`src/rtl/outbound_xlate_pkg.sv`:
```
package outbound_xlate_pkg;

  localparam int unsigned AW = 64;

  localparam logic [11:0] OFS_VIEW    = 12'h900;
  localparam logic [11:0] OFS_TYPE    = 12'h904;
  localparam logic [11:0] OFS_CTRL    = 12'h908;
  localparam logic [11:0] OFS_BASE_LO = 12'h90C;
  localparam logic [11:0] OFS_BASE_HI = 12'h910;
  localparam logic [11:0] OFS_LIMIT   = 12'h914;
  localparam logic [11:0] OFS_TGT_LO  = 12'h918;
  localparam logic [11:0] OFS_TGT_HI  = 12'h91C;

  localparam logic [2:0] TY_MEM  = 3'd0;
  localparam logic [2:0] TY_IO   = 3'd2;
  localparam logic [2:0] TY_CFG0 = 3'd4;
  localparam logic [2:0] TY_CFG1 = 3'd5;

  typedef struct packed {
    logic        en;
    logic [2:0]  ttype;
    logic [31:0] base_lo;
    logic [31:0] base_hi;
    logic [31:0] limit;
    logic [31:0] tgt_lo;
    logic [31:0] tgt_hi;
  } window_t;

  localparam int unsigned WIN_BITS = $bits(window_t);

  function automatic logic is_window_ofs(input logic [11:0] ofs);
    return (ofs >= OFS_TYPE) && (ofs <= OFS_TGT_HI) && (ofs[1:0] == 2'b00);
  endfunction

  function automatic logic in_window(input window_t w, input logic [AW-1:0] a);
    return w.en && (a >= {w.base_hi, w.base_lo}) && (a <= {w.base_hi, w.limit});
  endfunction

  function automatic logic [AW-1:0] xlate(input window_t w, input logic [AW-1:0] a);
    return {w.tgt_hi, w.tgt_lo} + (a - {w.base_hi, w.base_lo});
  endfunction

  function automatic logic [15:0] route_id(input window_t w);
    return ((w.ttype == TY_CFG0) || (w.ttype == TY_CFG1)) ? w.tgt_lo[31:16] : 16'h0;
  endfunction

endpackage

```
`src/rtl/oxl_window.sv`:
```
module oxl_window
  import outbound_xlate_pkg::*;
(
  input  logic          clk,
  input  logic          rst_n,
  input  logic          wr_en,
  input  logic [11:0]   wr_ofs,
  input  logic [31:0]   wr_data,
  input  logic [AW-1:0] look_addr,
  output window_t       state,
  output logic          hit,
  output logic [AW-1:0] xaddr
);

  window_t w_q;

  always_ff @(posedge clk) begin
    if (!rst_n) begin
      w_q <= '0;
    end else if (wr_en) begin
      case (wr_ofs)
        OFS_TYPE:    w_q.ttype   <= wr_data[2:0];
        OFS_CTRL:    w_q.en      <= wr_data[31];
        OFS_BASE_LO: w_q.base_lo <= wr_data;
        OFS_BASE_HI: w_q.base_hi <= wr_data;
        OFS_LIMIT:   w_q.limit   <= wr_data;
        OFS_TGT_LO:  w_q.tgt_lo  <= wr_data;
        OFS_TGT_HI:  w_q.tgt_hi  <= wr_data;
        default:     w_q         <= w_q;
      endcase
    end
  end

  assign state = w_q;
  assign hit   = in_window(w_q, look_addr);
  assign xaddr = xlate(w_q, look_addr);

endmodule

```
`src/rtl/oxl_prio.sv`:
```
module oxl_prio #(
  parameter int unsigned N     = 2,
  parameter int unsigned IDX_W = 1
) (
  input  logic [N-1:0]     hit_vec,
  output logic             found,
  output logic [IDX_W-1:0] idx
);

  always_comb begin
    found = 1'b0;
    idx   = '0;
    for (int i = N - 1; i >= 0; i--) begin
      if (hit_vec[i]) begin
        found = 1'b1;
        idx   = IDX_W'(i);
      end
    end
  end

endmodule

```
`src/rtl/outbound_xlate.sv`:
```
module outbound_xlate
  import outbound_xlate_pkg::*;
#(
  parameter int unsigned NUM_REGIONS = 2,
  parameter int unsigned IDX_FIELD_W = 4,
  localparam int unsigned IDX_W = (NUM_REGIONS > 1) ? $clog2(NUM_REGIONS) : 1
) (
  input  logic             clk,
  input  logic             rst_n,
  input  logic             cfg_we,
  input  logic [11:0]      cfg_addr,
  input  logic [31:0]      cfg_wdata,
  output logic [31:0]      cfg_rdata,
  input  logic             req_valid,
  input  logic [63:0]      req_addr,
  output logic             rsp_valid,
  output logic             rsp_hit,
  output logic [IDX_W-1:0] rsp_region,
  output logic [2:0]       rsp_type,
  output logic [63:0]      rsp_addr,
  output logic [15:0]      rsp_rid
);

  // viewport
  logic                   vp_dir_q;
  logic [IDX_FIELD_W-1:0] vp_idx_q;
  logic                   vp_ok;

  always_ff @(posedge clk) begin
    if (!rst_n) begin
      vp_dir_q <= 1'b0;
      vp_idx_q <= '0;
    end else if (cfg_we && (cfg_addr == OFS_VIEW)) begin
      vp_dir_q <= cfg_wdata[31];
      vp_idx_q <= cfg_wdata[IDX_FIELD_W-1:0];
    end
  end

  assign vp_ok = !vp_dir_q && (int'(vp_idx_q) < int'(NUM_REGIONS));

  // named events for the checker
  logic                           win_wr;
  logic                           blk_wr;
  window_t [NUM_REGIONS-1:0]      wins;
  logic    [NUM_REGIONS-1:0]      hit_vec;
  logic    [AW-1:0]               xaddr [NUM_REGIONS];
  logic                           win_found;
  logic    [IDX_W-1:0]            win_idx;
  logic [NUM_REGIONS*WIN_BITS-1:0] wins_flat;

  assign win_wr    = cfg_we && is_window_ofs(cfg_addr);
  assign blk_wr    = win_wr && !vp_ok;
  assign wins_flat = wins;

  for (genvar g = 0; g < NUM_REGIONS; g++) begin : g_win
    oxl_window u_win (
      .clk       (clk),
      .rst_n     (rst_n),
      .wr_en     (win_wr && vp_ok && (vp_idx_q == IDX_FIELD_W'(g))),
      .wr_ofs    (cfg_addr),
      .wr_data   (cfg_wdata),
      .look_addr (req_addr),
      .state     (wins[g]),
      .hit       (hit_vec[g]),
      .xaddr     (xaddr[g])
    );
  end

  oxl_prio #(.N(NUM_REGIONS), .IDX_W(IDX_W)) u_prio (
    .hit_vec (hit_vec),
    .found   (win_found),
    .idx     (win_idx)
  );

  // register read path
  window_t sel_w;

  always_comb begin
    sel_w = '0;
    for (int i = 0; i < NUM_REGIONS; i++) begin
      if (vp_ok && (vp_idx_q == IDX_FIELD_W'(i))) sel_w = wins[i];
    end
    case (cfg_addr)
      OFS_VIEW:    cfg_rdata = {vp_dir_q, {(31-IDX_FIELD_W){1'b0}}, vp_idx_q};
      OFS_TYPE:    cfg_rdata = {29'b0, sel_w.ttype};
      OFS_CTRL:    cfg_rdata = {sel_w.en, 31'b0};
      OFS_BASE_LO: cfg_rdata = sel_w.base_lo;
      OFS_BASE_HI: cfg_rdata = sel_w.base_hi;
      OFS_LIMIT:   cfg_rdata = sel_w.limit;
      OFS_TGT_LO:  cfg_rdata = sel_w.tgt_lo;
      OFS_TGT_HI:  cfg_rdata = sel_w.tgt_hi;
      default:     cfg_rdata = 32'h0;
    endcase
  end

  // winner data
  window_t         win_w;
  logic [AW-1:0]   win_xaddr;

  always_comb begin
    win_w     = '0;
    win_xaddr = '0;
    for (int i = 0; i < NUM_REGIONS; i++) begin
      if (win_idx == IDX_W'(i)) begin
        win_w     = wins[i];
        win_xaddr = xaddr[i];
      end
    end
  end

  // response stage
  always_ff @(posedge clk) begin
    if (!rst_n) begin
      rsp_valid  <= 1'b0;
      rsp_hit    <= 1'b0;
      rsp_region <= '0;
      rsp_type   <= '0;
      rsp_addr   <= '0;
      rsp_rid    <= '0;
    end else begin
      rsp_valid <= req_valid;
      if (req_valid) begin
        rsp_hit    <= win_found;
        rsp_region <= win_found ? win_idx : '0;
        rsp_type   <= win_found ? win_w.ttype : TY_MEM;
        rsp_addr   <= win_found ? win_xaddr : req_addr;
        rsp_rid    <= win_found ? route_id(win_w) : 16'h0;
      end
    end
  end

endmodule

```
`config.mk`:
```
export PLATFORM = sky130hd
export DESIGN_NAME = outbound_xlate
export DESIGN_NICKNAME = d
export VERILOG_FILES = /design/src/rtl/outbound_xlate_pkg.sv /design/src/rtl/oxl_window.sv /design/src/rtl/oxl_prio.sv /design/src/rtl/outbound_xlate.sv
export SDC_FILE = /design/constraint.sdc
export NUM_CORES = 2
export LEC_CHECK = 0
export ABC_AREA = 1
export BUFFER_PORTS_ARGS = -buffer_cell sky130_fd_sc_hd__buf_4
export CORE_ASPECT_RATIO = 0.5
export CORE_UTILIZATION = 46
export CTS_BUF_LIST = sky130_fd_sc_hd__clkbuf_8 sky130_fd_sc_hd__clkbuf_16
export DETAILED_ROUTE_END_ITERATION = 12
export GPL_TIMING_DRIVEN = 0
export HOLD_SLACK_MARGIN = 0.03
export PLACE_DENSITY = 0.66
export SLEW_MARGIN = 40
export SYNTH_ARGS = -nofsm -noshare
export SYNTH_HDL_FRONTEND = slang
export SYNTH_SLANG_ARGS = --single-unit
```
`constraint.sdc`:
```
create_clock -name clk -period 9.2 [get_ports clk]
set_input_delay 0.46 -clock clk [delete_from_list [all_inputs] [get_ports clk]]
set_output_delay 0.46 -clock clk [all_outputs]
set_load 0.05 [all_outputs]
```
==> impl_metrics.ini <==
[power]
internal_power_uw = 3310
combPwrFrac_pct = 27.0
p_leak_uw = 0.0176
peakVddDrop_v = 0.000142
power_density_mw_per_mm2 = 130
switchingPower_uw = 1990
seq_power_share_pct = 34.9
p_sw_share_pct = 37.5
pwr-share-clk_pct = 38.2

[logic_synthesis]
synthCells = 5389
synthesis.area_mm2 = 0.0362
synth_top_area_share_pct = 23.2
async_flop_share_pct = 0
synth-edff-count = 0
ys_ff_latch = 419
ys_warn_count = 0
synth_cell_types = 62
synth_ff_type = dfxtp_1
yosysTopAreaCell = dfxtp_1
yosys.cell_count.top_type = inv_1
seq_area_frac_synth_pct = 23.2
synth_area_leaders = dfxtp_1 (23%), ha_1 (11%), inv_1 (9.9%)
syn-num-nets = 5947
synth_commonest_cells = inv_1 (951), nand2_1 (860), nor2_1 (646)
syn_area_per_cell_um2 = 6.71

[cts]
ctsHoldBuffers = 0
clock_sink_count = 419
post-cts-setup-buffers = 0
cts.path.max_buffers = 3
cts_made_buffers = 44
clock_latency_ps = 660
clk_pin_slew_ps = 70
clockRootBuffer = clkbuf_16
post_cts_resized = 0
cts_tree = done
h-tree-depth = 2

[grt]
antenna_found_initial = 13
globalRouteTotalUtil_pct = 53.9
grt_pass1_vias = 39300
grt_pass1_wl_um = 299000
grt_overflow = 0
grt_start_max_net_pins = 15

[die]
rows = 72
core_mm2 = 0.0776
die_x_um = 399
die-area_mm2 = 0.0798
die_h_um = 200
initial_core_util_pct = 46.6
io_pins = 230

[critical_path]
worst-path-buf-inv = 2
crit_fanout = 5
worstPathCellList = inv_1 > fa_1 > inv_1 > ha_1 > nand2_1 > o211ai_1 > a21oi_1 > o21bai_1 > nand3_1 > a21o_1 > nand3_1 > nand3_1 > a21oi_1
critical-path-max-stage-delay_ps = 880
reg2reg_from = g_win[1].u_win.state[39]
arrival_ps = 5790
crit_path_start_kind = flop
crit_path_end = rsp_addr[36]
worstRegToRegCells = 13
r2r_end = rsp_addr[36]
crit_path_start = g_win[1].u_win.state[39]
critPathCaptureType = flop
r2r_setup_slack_ps = 3990
crit_type = reg -> reg
crit_family = compound AO/OA/AOI/OAI gates
cpMaxStageDelayCell = o211ai_1
cp_common_cell = nand3_1
required_ps = 9780
cp.depth = 13

[timing]
fin_crit_sh_pct = 56.6
worst_pin_slew_ps = 1000
rsz0062_at_grt = no
hold_violations = 0
drv_slew = 0
setup_viol = 0
fin_skew_ps = 54.0
fin_setup_tns_ps = 0
slew_headroom_pct = 33.1
max_freq_mhz = 192
min_period_ps = 5210

[drt]
wirelength_um = 223000
dr.pass1.iters = 9
wl_per_cell_um = 33.0
via_per_inst = 6.49
drc = 0
ant_nets = 0
drt-initial-drc-count = 8244
routed-via-count = 43700

[job]
cap_violations = 0

[worst_hold_path]
hold_class = in -> reg
worstHoldStart = cfg_wdata[1]

[finish]
nets = 6221
drive_gt1_share_pct = 7.95
area_growth_pct = 12.7
num-fill-cells = 7956
instances_no_fill = 6744

[placed_design]
gp_congestion = 1.19
hpwl_um = 188000
port_buffers = 228
placedCellCount = 6653

[run_status]
status = finished, final reports clean
power groups by stage:
stage          Sequential, uW  Combinational [uW]  Clock [uW]
2_1_floorplan            1950                 696           0
3_3_place_gp             1890                1310           0
3_5_place_dp             1890                1320           0
4_1_cts                  1840                1330        1970
5_1_grt                  1850                1460        2050
6_report                 1850                1430        2020
how the worst min path moves through the flow:
stage | end | slack (ps) | cells past startpoint
global route | g_win[0].u_win.state[1] | 170 | 3
finish | g_win[1].u_win.state[161] | 150 | 3
floorplan | vp_idx_q[3] | 450 | 2
CTS | vp_idx_q[3] | 150 | 3
detailed placement | rsp_addr[48] | 460 | 2
global placement | rsp_addr[55] | 460 | 2
layout make-up:
class | instances | area (um2) | area share, %
Multi-Input combinational cell | 3778 | 23200 | 56.8
Buffer | 196 | 883 | 2.17
Tap cell | 1036 | 1300 | 3.18
Clock buffer | 54 | 1240 | 3.04
Inverter | 996 | 3740 | 9.17
Clock inverter | 27 | 308 | 0.755
Timing Repair Buffer | 228 | 1710 | 4.20
Sequential cell | 419 | 8390 | 20.6
Antenna cell | 10 | 25.0 | 0.0614
logic make-up after synthesis:
logic type / synth area share, %
simple gates: 21.6
flops: 23.2
fa+ha+maj: 18.0
xor+xnor: 2.16
buf+inv: 12.7
compound gates: 22.2
registers in the layout, summed over array words and instances (netlist names):
| name | cells |
|---|---|
| g_win.u_win.state | 328 |
| rsp_addr | 64 |
| rsp_hit | 1 |
| rsp_region | 1 |
| rsp_rid | 16 |
| rsp_type | 3 |
| rsp_valid | 1 |
| vp_dir_q | 1 |
| vp_idx_q | 4 |
metal layers:
layer / GRT usage (%) / vias to the layer above / part of all wire [%] / routed length (um)
met4: 22.1 / 18 / 5.4 / 12000
met2: 65.3 / 3882 / 34 / 76700
li1: - / 18300 / - / -
met1: 71.0 / 20800 / 38 / 85600
met5: 2.14 / - / 0.24 / 538
met3: 37.5 / 740 / 22 / 48000
cells in the final DEF, fill, tap and decap left out, drive strengths merged, types with 71 or more instances in the layout:
cell type and count:
nand3 205, nand4 71, buf 301, o22ai 144, nand2 871, ha 320, dfxtp 419, a21oi 446
a211oi 201, fa 126, nor2 664, o21ai 377, inv 974, clkbuf 177
per-stage QoR:
stage	setup slack [ps]	power (uW)	hold WS, ps	util [%]	area (um2)
floorplan	6110	2650	448	-	36200
global placement	4170	3200	455	50.5	39200
detailed placement	4230	3210	456	50.5	39200
CTS	4620	5150	147	52.5	40700
global route	4320	5360	166	52.5	40700
finish	3990	5290	149	52.5	40800
worst register-to-register path, cell delays in order, from the launching register on:
cell,delay [ps]
dfxtp_1,330
inv_1,70
fa_1,500
inv_1,50
ha_1,520
nand2_1,310
o211ai_1,880
a21oi_1,460
o21bai_1,820
nand3_1,350
a21o_1,250
nand3_1,200
nand3_1,200
a21oi_1,200
(Power assumes the default switching activity.)
